$ cat src/rtl/phy_cr_pkg.sv
// Shared types for the PHY control-register handshake master.
// Assumes: the phase encoding doubles as the index of the strobe vector.
package phy_cr_pkg;
    typedef enum logic [1:0] {
        ST_IDLE = 2'd0,
        ST_PREP = 2'd1,
        ST_HI   = 2'd2,
        ST_LO   = 2'd3
    } seq_state_t;

    typedef enum logic [1:0] {
        PH_ADDR = 2'd0,
        PH_DATA = 2'd1,
        PH_RD   = 2'd2,
        PH_WR   = 2'd3
    } phase_t;

    localparam int NUM_STROBES = 4;
endpackage

$ cat src/rtl/cr_ack_sync.sv
// Multi-flop synchronizer for the PHY acknowledge.
// Assumes: the input is a level that stays put for several destination cycles.
module cr_ack_sync #(
    parameter int STAGES = 2
) (
    input  logic clk,
    input  logic rst_n,
    input  logic async_in,
    output logic sync_out
);
    logic [STAGES-1:0] chain_q;

    // Shift the asynchronous level through the flop chain.
    always_ff @(posedge clk) begin
        if (!rst_n) chain_q <= '0;
        else        chain_q <= {chain_q[STAGES-2:0], async_in};
    end

    assign sync_out = chain_q[STAGES-1];
endmodule

$ cat src/rtl/cr_wait_timer.sv
// Cycle counter that bounds a single acknowledge wait.
// Assumes: 'arm' is high for the whole wait, and 'clr' pulses on the cycle the
// wait ends so that a back-to-back wait starts from zero.
module cr_wait_timer #(
    parameter int LIMIT = 64
) (
    input  logic clk,
    input  logic rst_n,
    input  logic arm,
    input  logic clr,
    output logic expired
);
    localparam int CNT_W = (LIMIT > 2) ? $clog2(LIMIT) : 1;
    localparam logic [CNT_W-1:0] LAST = CNT_W'(LIMIT - 1);

    logic [CNT_W-1:0] cnt_q;

    // Count the cycles spent in the current wait, saturating at the limit.
    always_ff @(posedge clk) begin
        if (!rst_n || !arm || clr) cnt_q <= '0;
        else if (cnt_q != LAST)    cnt_q <= cnt_q + 1'b1;
    end

    assign expired = arm && (cnt_q == LAST);
endmodule

$ cat src/rtl/cr_sequencer.sv
// Phase sequencer: builds a read (address, read) or a write (address, data,
// write) out of four-phase strobe exchanges and reports the result.
// Assumes: ack_s is already synchronized, and dout is valid while ack_s is high.
module cr_sequencer
    import phy_cr_pkg::*;
#(
    parameter int BUS_W = 16
) (
    input  logic                   clk,
    input  logic                   rst_n,
    input  logic                   start,
    input  logic                   op_write,
    input  logic [BUS_W-1:0]       addr,
    input  logic [BUS_W-1:0]       wdata,
    input  logic                   ack_s,
    input  logic [BUS_W-1:0]       dout,
    input  logic                   tmr_expired,
    output logic                   busy,
    output logic                   done,
    output logic [BUS_W-1:0]       rdata,
    output logic                   timeout,
    output logic [BUS_W-1:0]       din,
    output logic [NUM_STROBES-1:0] stb,
    output logic                   wait_arm,
    output logic                   wait_clr
);
    seq_state_t        state_q;
    phase_t            phase_q;
    logic              is_write_q;
    logic [BUS_W-1:0]  wdata_q;
    logic [BUS_W-1:0]  din_q;
    logic [BUS_W-1:0]  rdata_q;
    logic [NUM_STROBES-1:0] stb_q;
    logic              tmo_q;
    logic              done_q;
    logic              hi_exit;
    logic              lo_exit;
    logic              last_phase;

    // Decide when the current acknowledge wait is over.
    always_comb begin
        hi_exit    = (state_q == ST_HI) && (ack_s || tmr_expired);
        lo_exit    = (state_q == ST_LO) && (!ack_s || tmr_expired);
        last_phase = (phase_q == PH_RD) || (phase_q == PH_WR);
    end

    // Main phase state machine with strobe, bus and result registers.
    always_ff @(posedge clk) begin
        if (!rst_n) begin
            state_q    <= ST_IDLE;
            phase_q    <= PH_ADDR;
            is_write_q <= 1'b0;
            wdata_q    <= '0;
            din_q      <= '0;
            rdata_q    <= '0;
            stb_q      <= '0;
            tmo_q      <= 1'b0;
            done_q     <= 1'b0;
        end else begin
            done_q <= 1'b0;
            case (state_q)
                ST_IDLE: begin
                    if (start) begin
                        is_write_q <= op_write;
                        wdata_q    <= wdata;
                        din_q      <= addr;
                        phase_q    <= PH_ADDR;
                        tmo_q      <= 1'b0;
                        state_q    <= ST_PREP;
                    end
                end
                ST_PREP: begin
                    stb_q[phase_q] <= 1'b1;
                    state_q        <= ST_HI;
                end
                ST_HI: begin
                    if (hi_exit) begin
                        stb_q <= '0;
                        if (!ack_s) tmo_q <= 1'b1;
                        if (ack_s && phase_q == PH_RD) rdata_q <= dout;
                        state_q <= ST_LO;
                    end
                end
                ST_LO: begin
                    if (lo_exit) begin
                        if (ack_s) tmo_q <= 1'b1;
                        if (last_phase) begin
                            state_q <= ST_IDLE;
                            done_q  <= 1'b1;
                        end else begin
                            state_q <= ST_PREP;
                            if (phase_q == PH_DATA) begin
                                phase_q <= PH_WR;
                            end else if (is_write_q) begin
                                phase_q <= PH_DATA;
                                din_q   <= wdata_q;
                            end else begin
                                phase_q <= PH_RD;
                            end
                        end
                    end
                end
                default: state_q <= ST_IDLE;
            endcase
        end
    end

    assign busy     = (state_q != ST_IDLE);
    assign done     = done_q;
    assign rdata    = rdata_q;
    assign timeout  = tmo_q;
    assign din      = din_q;
    assign stb      = stb_q;
    assign wait_arm = (state_q == ST_HI) || (state_q == ST_LO);
    assign wait_clr = hi_exit || lo_exit;
endmodule

$ cat src/rtl/phy_cr_master.sv
// Top level of the PHY control-register handshake master: synchronizer,
// wait watchdog and phase sequencer.
// Assumes: phy_ack is asynchronous, phy_dout is stable while acknowledge is high.
module phy_cr_master
    import phy_cr_pkg::*;
#(
    parameter int BUS_W       = 16,
    parameter int TIMEOUT_CYC = 64,
    parameter int SYNC_STAGES = 2
) (
    input  logic             clk,
    input  logic             rst_n,
    input  logic             cmd_start,
    input  logic             cmd_write,
    input  logic [BUS_W-1:0] cmd_addr,
    input  logic [BUS_W-1:0] cmd_wdata,
    output logic             cmd_busy,
    output logic             cmd_done,
    output logic [BUS_W-1:0] cmd_rdata,
    output logic             cmd_timeout,
    output logic [BUS_W-1:0] phy_din,
    output logic             phy_cap_addr,
    output logic             phy_cap_data,
    output logic             phy_rd,
    output logic             phy_wr,
    input  logic             phy_ack,
    input  logic [BUS_W-1:0] phy_dout
);
    logic                   ack_s;
    logic                   wait_expired;
    logic                   wait_arm;
    logic                   wait_clr;
    logic [NUM_STROBES-1:0] stb;

    cr_ack_sync #(.STAGES(SYNC_STAGES)) u_sync (
        .clk      (clk),
        .rst_n    (rst_n),
        .async_in (phy_ack),
        .sync_out (ack_s)
    );

    cr_wait_timer #(.LIMIT(TIMEOUT_CYC)) u_timer (
        .clk     (clk),
        .rst_n   (rst_n),
        .arm     (wait_arm),
        .clr     (wait_clr),
        .expired (wait_expired)
    );

    cr_sequencer #(.BUS_W(BUS_W)) u_seq (
        .clk         (clk),
        .rst_n       (rst_n),
        .start       (cmd_start),
        .op_write    (cmd_write),
        .addr        (cmd_addr),
        .wdata       (cmd_wdata),
        .ack_s       (ack_s),
        .dout        (phy_dout),
        .tmr_expired (wait_expired),
        .busy        (cmd_busy),
        .done        (cmd_done),
        .rdata       (cmd_rdata),
        .timeout     (cmd_timeout),
        .din         (phy_din),
        .stb         (stb),
        .wait_arm    (wait_arm),
        .wait_clr    (wait_clr)
    );

    assign phy_cap_addr = stb[PH_ADDR];
    assign phy_cap_data = stb[PH_DATA];
    assign phy_rd       = stb[PH_RD];
    assign phy_wr       = stb[PH_WR];
endmodule

$ cat config.mk
export PLATFORM = sky130hd
export DESIGN_NAME = phy_cr_master
export DESIGN_NICKNAME = d
export VERILOG_FILES = /design/src/rtl/phy_cr_pkg.sv /design/src/rtl/cr_ack_sync.sv /design/src/rtl/cr_wait_timer.sv /design/src/rtl/cr_sequencer.sv /design/src/rtl/phy_cr_master.sv
export SDC_FILE = /design/constraint.sdc
export NUM_CORES = 1
export LEC_CHECK = 0
export ABC_CLOCK_PERIOD_IN_PS = 2590
export CAP_MARGIN = 20
export CORE_MARGIN = 10
export CORE_UTILIZATION = 60
export DETAILED_ROUTE_END_ITERATION = 12
export DONT_BUFFER_PORTS = 1
export PLACE_DENSITY = 0.76
export SLEW_MARGIN = 0
export SYNTH_ARGS = -nofsm -noshare
export SYNTH_HDL_FRONTEND = slang
export SYNTH_SLANG_ARGS = --single-unit
$ cat constraint.sdc
create_clock -name clk -period 2.59 [get_ports clk]
set_clock_uncertainty 0.2 [all_clocks]
set_input_delay 0.518 -clock clk [delete_from_list [all_inputs] [get_ports clk]]
set_output_delay 0.518 -clock clk [all_outputs]
set_load 0.01 [all_outputs]
### After elaboration in Yosys (flattened, before gate mapping)

Index checks and enable logic that the tools add are counted.
W data, S select, Z words.

* word-level logic and storage cells: 87
* bits in registers: 67
* output and inout bits: 39

* order comparisons: 2
* equal/unequal tests: 16
* reductions and logical operators: 28
* add/sub/neg operators: 1
* mux-type cells: 28
* bitwise operators: 1

Operators with widths (count)
* $mux W16: 5
* $pmux W16 S2: 1
* $mux W2: 8
* $reduce_and A6 Y1: 2
* $ne A2 B2 Y1 const B: 5
* $reduce_and A3 Y1: 3
* $eq A2 B2 Y1 const B: 4
* $mux W1: 8
* $pmux W2 S4: 1
* $pmux W4 S2: 1
* $logic_or A1 B1 Y1: 7
* $add A6 B1 Y6 const B: 1
* $eq A6 B6 Y1 const B: 1
* $ne A2 B1 Y1 const B: 3
* $ne A6 B6 Y1 const B: 1
* $reduce_bool A2 Y1: 3
* $logic_and A1 B1 Y1: 5
* $eq A2 B1 Y1 const B: 2
* $mux W4: 1
* $or A4 B4 Y4: 1
* $pmux W2 S2: 1
* $reduce_and A2 Y1: 2
* $reduce_and A4 Y1: 1
* $logic_not A1 Y1: 3
* other kinds (6): 6

### Logic depth before layout (Yosys ltp)

* depth after elaboration: 7
* depth in mapped cells: 9
* depth with buffers taken out: 6

### By module

A second synthesis with hierarchy kept.

* cells, all modules: 329
* area, all modules: 2986.6 µm²

Modules (own cells, without submodules)
* cr_sequencer: area an instance 2636.3 µm², instances 1, seq. area each 1181.1 µm², cells each 291
* cr_wait_timer: area an instance 297.8 µm², instances 1, seq. area each 120.1 µm², cells each 34
* cr_ack_sync: area an instance 52.6 µm², instances 1, seq. area each 40.0 µm², cells each 4

### Worst setup path after synthesis

No wires, ideal clock.

* kind: register to register
* from: register u_seq.state_q[0]
* to: register u_seq.din_q[10] (netlist: u_seq.din[10])
* period minus slack after synthesis: 1.935 ns
* cell stages (with the launch flop): 10
* slack: 0.655 ns
* data arrival time: 1.617 ns
* data required time: 2.271 ns
* path through: dfxtp_1 -> inv_1 -> ha_1 -> and2_1 -> buf_2 -> nand2b_2 -> buf_12 -> o41ai_4 -> buf_6 -> o221a_1

* longest elaborated chain between the ends: 7

RTL lines
* start: declaration: RTL line cr_sequencer.sv:27 `seq_state_t state_q;`
* start signal: assignment: RTL line cr_sequencer.sv:50 `state_q <= ST_IDLE;`
* start signal: assignment: RTL line cr_sequencer.sv:69 `state_q <= ST_PREP;`
* start signal: assignment: RTL line cr_sequencer.sv:74 `state_q <= ST_HI;`
* $eq A2 B2 Y1, on equally long branches: RTL line cr_sequencer.sv:114, cr_sequencer.sv:43, cr_sequencer.sv:61
* $logic_or A1 B1 Y1: RTL line cr_sequencer.sv:114 `assign wait_arm = (state_q == ST_HI) || (state_q == ST_LO);`
* $logic_and A1 B1 Y1: RTL line cr_wait_timer.sv:24 `assign expired = arm && (cnt_q == LAST);`
* $logic_or A1 B1 Y1: RTL line cr_sequencer.sv:43 `lo_exit = (state_q == ST_LO) && (!ack_s || tmr_expired);`
* $logic_and A1 B1 Y1: RTL line cr_sequencer.sv:43
* $ne A2 B1 Y1 (no source line)
* $reduce_and A6 Y1 (no source line)
* end signal: assignment: RTL line cr_sequencer.sv:66 `din_q <= addr;`
* end signal: assignment: RTL line cr_sequencer.sv:96 `din_q <= wdata_q;`
* end: declaration: RTL line cr_sequencer.sv:31 `logic [BUS_W-1:0] din_q;`

Parallel ways exist; a longest one is shown, timed or not.
A chain may end at the register's enable or synchronous reset.

### Final worst setup path

* from: register u_seq.state_q[0]
* to: register u_seq.din_q[2] (netlist: u_seq.din[2])

Same word-level chain as after synthesis.

==> metrics.md <==
| Metric | Value |
|---|---|
| Critical path startpoint category | `register` |
| Area Overhead vs Synth | `6.25%` |
| Root Buffer | `clkbuf_8` |
| WP data required | `2.61 ns` |
| Row cnt | `24` |
| Yosys top cell area share | `48.9%` |
| Aggregate global-route resource usage | `16.4%` |
| Post-Synthesis Cells | `301` |
| Hold crit path type | `in -> reg` |
| Unrepaired setup endpoints after global routing | `no` |
| Final setup fails | `0` |
| Fillers | `376` |
| FF+latch count, synth | `67` |
| Critical Path AT | `2.22 ns` |
| Die span in y | `87.6 microns` |
| Dpl hpwl | `4.55 mm` |
| Crit. End Element | `register` |
| Via count of the first global-routing pass | `2008` |
| Mapped cell area | `2740 sq um` |
| Critical R2R Capture | `u_seq.din[2]$_SDFFE_PN0P_` |
| Starting Density | `62.6%` |
| WHS | `0.111 ns` |
| Largest net degree at the start of global routing | `26` |
| Layout cell share with drive strength beyond 1 | `8.91%` |
| Register cell area after layout | `1340 sq um` |
| PwrDens | `1010 nW/um^2` |
| Static Leak | `0.00106 uW` |
| CTS Buf Count | `9` |
| Synthesized Nets | `360` |
| H-tree depth | `3` |
| Top area cells in the synthesized netlist | `dfxtp_1 (49%), nand2_1 (9.4%), a21oi_1 (6.9%)` |
| First-pass DRT Iterations | `5` |
| Core ar. | `4380 sq um` |
| Combinational fraction of design power | `22.9%` |
| Die W | `87.6 microns` |
| GP Congestion | `0.830` |
| Crit-path max FO | `16` |
| Antenna cells | `0` |
| Postcts setup bufs | `0` |
| Via-to-Cell Ratio | `5.86` |
| Syn avg cell area | `9.12 sq um` |
| DRC viols | `0` |
| Worst Tran Pin Value | `0.619 ns` |
| R2r worst-path depth | `6` |
| Critical path origin | `u_seq.state_q[0]$_SDFFE_PN0P_` |
| Outcome | `completed` |
| Syn. warnings | `0` |
| Met3 Usage GRT | `8.45%` |
| Max Clk Rate | `454 MHz` |
| Commonest cells post-synth | `nand2_1 (69), dfxtp_1 (67), a21oi_1 (38)` |
| Utilization after layout | `66.5%` |
| Multi-input logic area | `1240 sq um` |
| Relative slew slack | `58.6%` |
| Yosys cell types | `48` |
| Worst-skew pair later-pin latency | `0.33 ns` |
| Sink Count | `67` |
| Fin. Hold Viols | `0` |
| Number of flops mapped to enable cells by yosys | `0` |
| Net Switching | `936 uW` |
| Number of port buffers | `0` |
| CP Capture Point | `u_seq.din[2]$_SDFFE_PN0P_` |
| Final slew viol count | `0` |
| Ports | `92` |
| Async set or reset register ratio after synthesis | `0%` |
| Setup TNS | `0 ns` |
| Period utilisation layout | `85.1%` |
| # nets final | `357` |
| Minimum clock period | `2.20 ns` |
| First-pass GRT wire length | `9.98 mm` |
| Most numerous cell in the Yosys netlist | `nand2_1` |
| Switching share of power | `31.7%` |
| Via count | `2081` |
| Clock network power share | `30.9%` |
| Clock transition at path regs | `0.07 ns` |
| Reg2Reg Launch Point | `u_seq.state_q[0]$_SDFFE_PN0P_` |
| Global route overflow | `0` |
| Cts hold-fix bufs | `0` |
| CTS tree | `built` |
| Initial DRC Count | `97` |
| Placement Cell Area | `2710 sq um` |
| Bufs on Longest Clock Path | `2` |
| Post-CTS sizing | `0` |
| Max-Cap Viols | `0` |
| Gr busiest metal | `met2` |
| Reg power frac | `46.2%` |
| Internal power | `2020 uW` |
| Sequential area share after synthesis | `48.9%` |
| Post-synth top area cell | `dfxtp_1` |
| WL/cell | `18.1 microns` |
| Critical Setup Path Class | `reg -> reg` |
| Post-DRT Antenna Nets | `0` |
| Final wirelength | `6.43 mm` |
| Met2 usage | `24.9%` |
| M1 GR Usage | `19.4%` |
| Prevailing post-synth register cell | `dfxtp_1` |
| Reg2Reg Setup Slack | `0.39 ns` |
| Finished Cell Area | `2920 sq um` |
| Die ar. | `7680 sq um` |
| VDD IR max | `0.000777 V` |
| Initial antenna violation count | `0` |
## final cells by class
| cell class | instances | share of cell area [%] |
|---|---|---|
| Tap cell | 52 | 2.23 |
| Sequential cell | 67 | 46.0 |
| Clock buffer | 11 | 4.51 |
| Clock inverter | 5 | 2.66 |
| Inverter | 7 | 0.901 |
| Multi-Input combinational cell | 209 | 42.7 |
| Timing Repair Buffer | 4 | 1.03 |
## layer usage
| layer | part of all wire [%] | vias up |
|---|---|---|
| met4 | 1.2 | 0 |
| met2 | 48 | 84 |
| li1 | - | 1037 |
| met3 | 11 | 9 |
| met5 | 0 | - |
| met1 | 40 | 951 |
## worst min path at each step
| stage | from | depth (start not counted) | slack, ns | to |
|---|---|---|---|---|
| 2_1_floorplan | u_sync.chain_q[0]$_SDFF_PN0_ | 1 | 0.21 | u_sync.chain_q[1]$_SDFF_PN0_ |
| 5_1_grt | rst_n | 1 | 0.1 | u_sync.chain_q[1]$_SDFF_PN0_ |
| 3_5_place_dp | u_sync.chain_q[0]$_SDFF_PN0_ | 1 | 0.23 | u_sync.chain_q[1]$_SDFF_PN0_ |
| 6_report | phy_dout[15] | 2 | 0.11 | u_seq.rdata[15]$_SDFFE_PN0P_ |
| 4_1_cts | cmd_write | 2 | 0.10 | u_seq.is_write_q$_SDFFE_PN0P_ |
| 3_3_place_gp | u_sync.chain_q[0]$_SDFF_PN0_ | 1 | 0.22 | u_sync.chain_q[1]$_SDFF_PN0_ |
## stage by stage
stage	worst slack (ns)	instances	power, uW
floorplan	0.655	301	1950
global placement	0.488	339	2050
detailed placement	0.401	339	2060
CTS	0.391	355	2970
global route	0.265	355	3120
finish	0.387	355	2950
## critical path: stages, from the launching register on
cell and delay, ns:
dfxtp_1 0.39, inv_1 0.11, ha_1 0.25, nor2b_2 0.20, nor2_1 0.21, nand3b_2 0.36
o221a_1 0.37
## state kept, by name (all words and copies together), names as in the netlist
| register | count |
|---|---|
| u_seq.din | 16 |
| u_seq.done | 1 |
| u_seq.is_write_q | 1 |
| u_seq.phase_q | 2 |
| u_seq.rdata | 16 |
| u_seq.state_q | 2 |
| u_seq.stb | 4 |
| u_seq.timeout | 1 |
| u_seq.wdata_q | 16 |
| u_sync.chain_q | 2 |
| u_timer.cnt_q | 6 |
## power by group through the flow
stage	Clock, uW	Combinational, uW	Sequential, uW
after floorplan	0	607	1340
final	913	676	1360
after global placement	0	663	1380
after global routing	978	760	1380
after CTS	927	679	1360
after detailed placement	0	678	1380
## placed cells by master (no fill, tap or decap), types with 3 or more instances in the layout
master	netlist	routed
a21oi_1	38	38
and2_1	3	3
buf_4	2	4
clkbuf_8	2	9
dfxtp_1	67	67
ha_1	6	6
inv_1	5	5
nand2_1	69	69
nand3_1	5	5
nor2_1	17	17
nor2b_1	3	3
o21a_1	16	16
o21ai_0	3	3
o21ai_1	3	3
o221a_1	16	16
## kinds of logic (layout without fill, tap and decap cells)
group,after synthesis,in the layout,share of synthesized area [%]
adders and majority gates,6,6,2.74
buffers and inverters,25,27,5.79
DFF,67,67,48.9
and+or+nand+nor,112,112,18.3
muxes,1,1,0.365
xor gates and xnor gates,3,3,0.958
AOI/OAI and AO/OA,87,87,22.9
(Power assumes the default switching activity.)
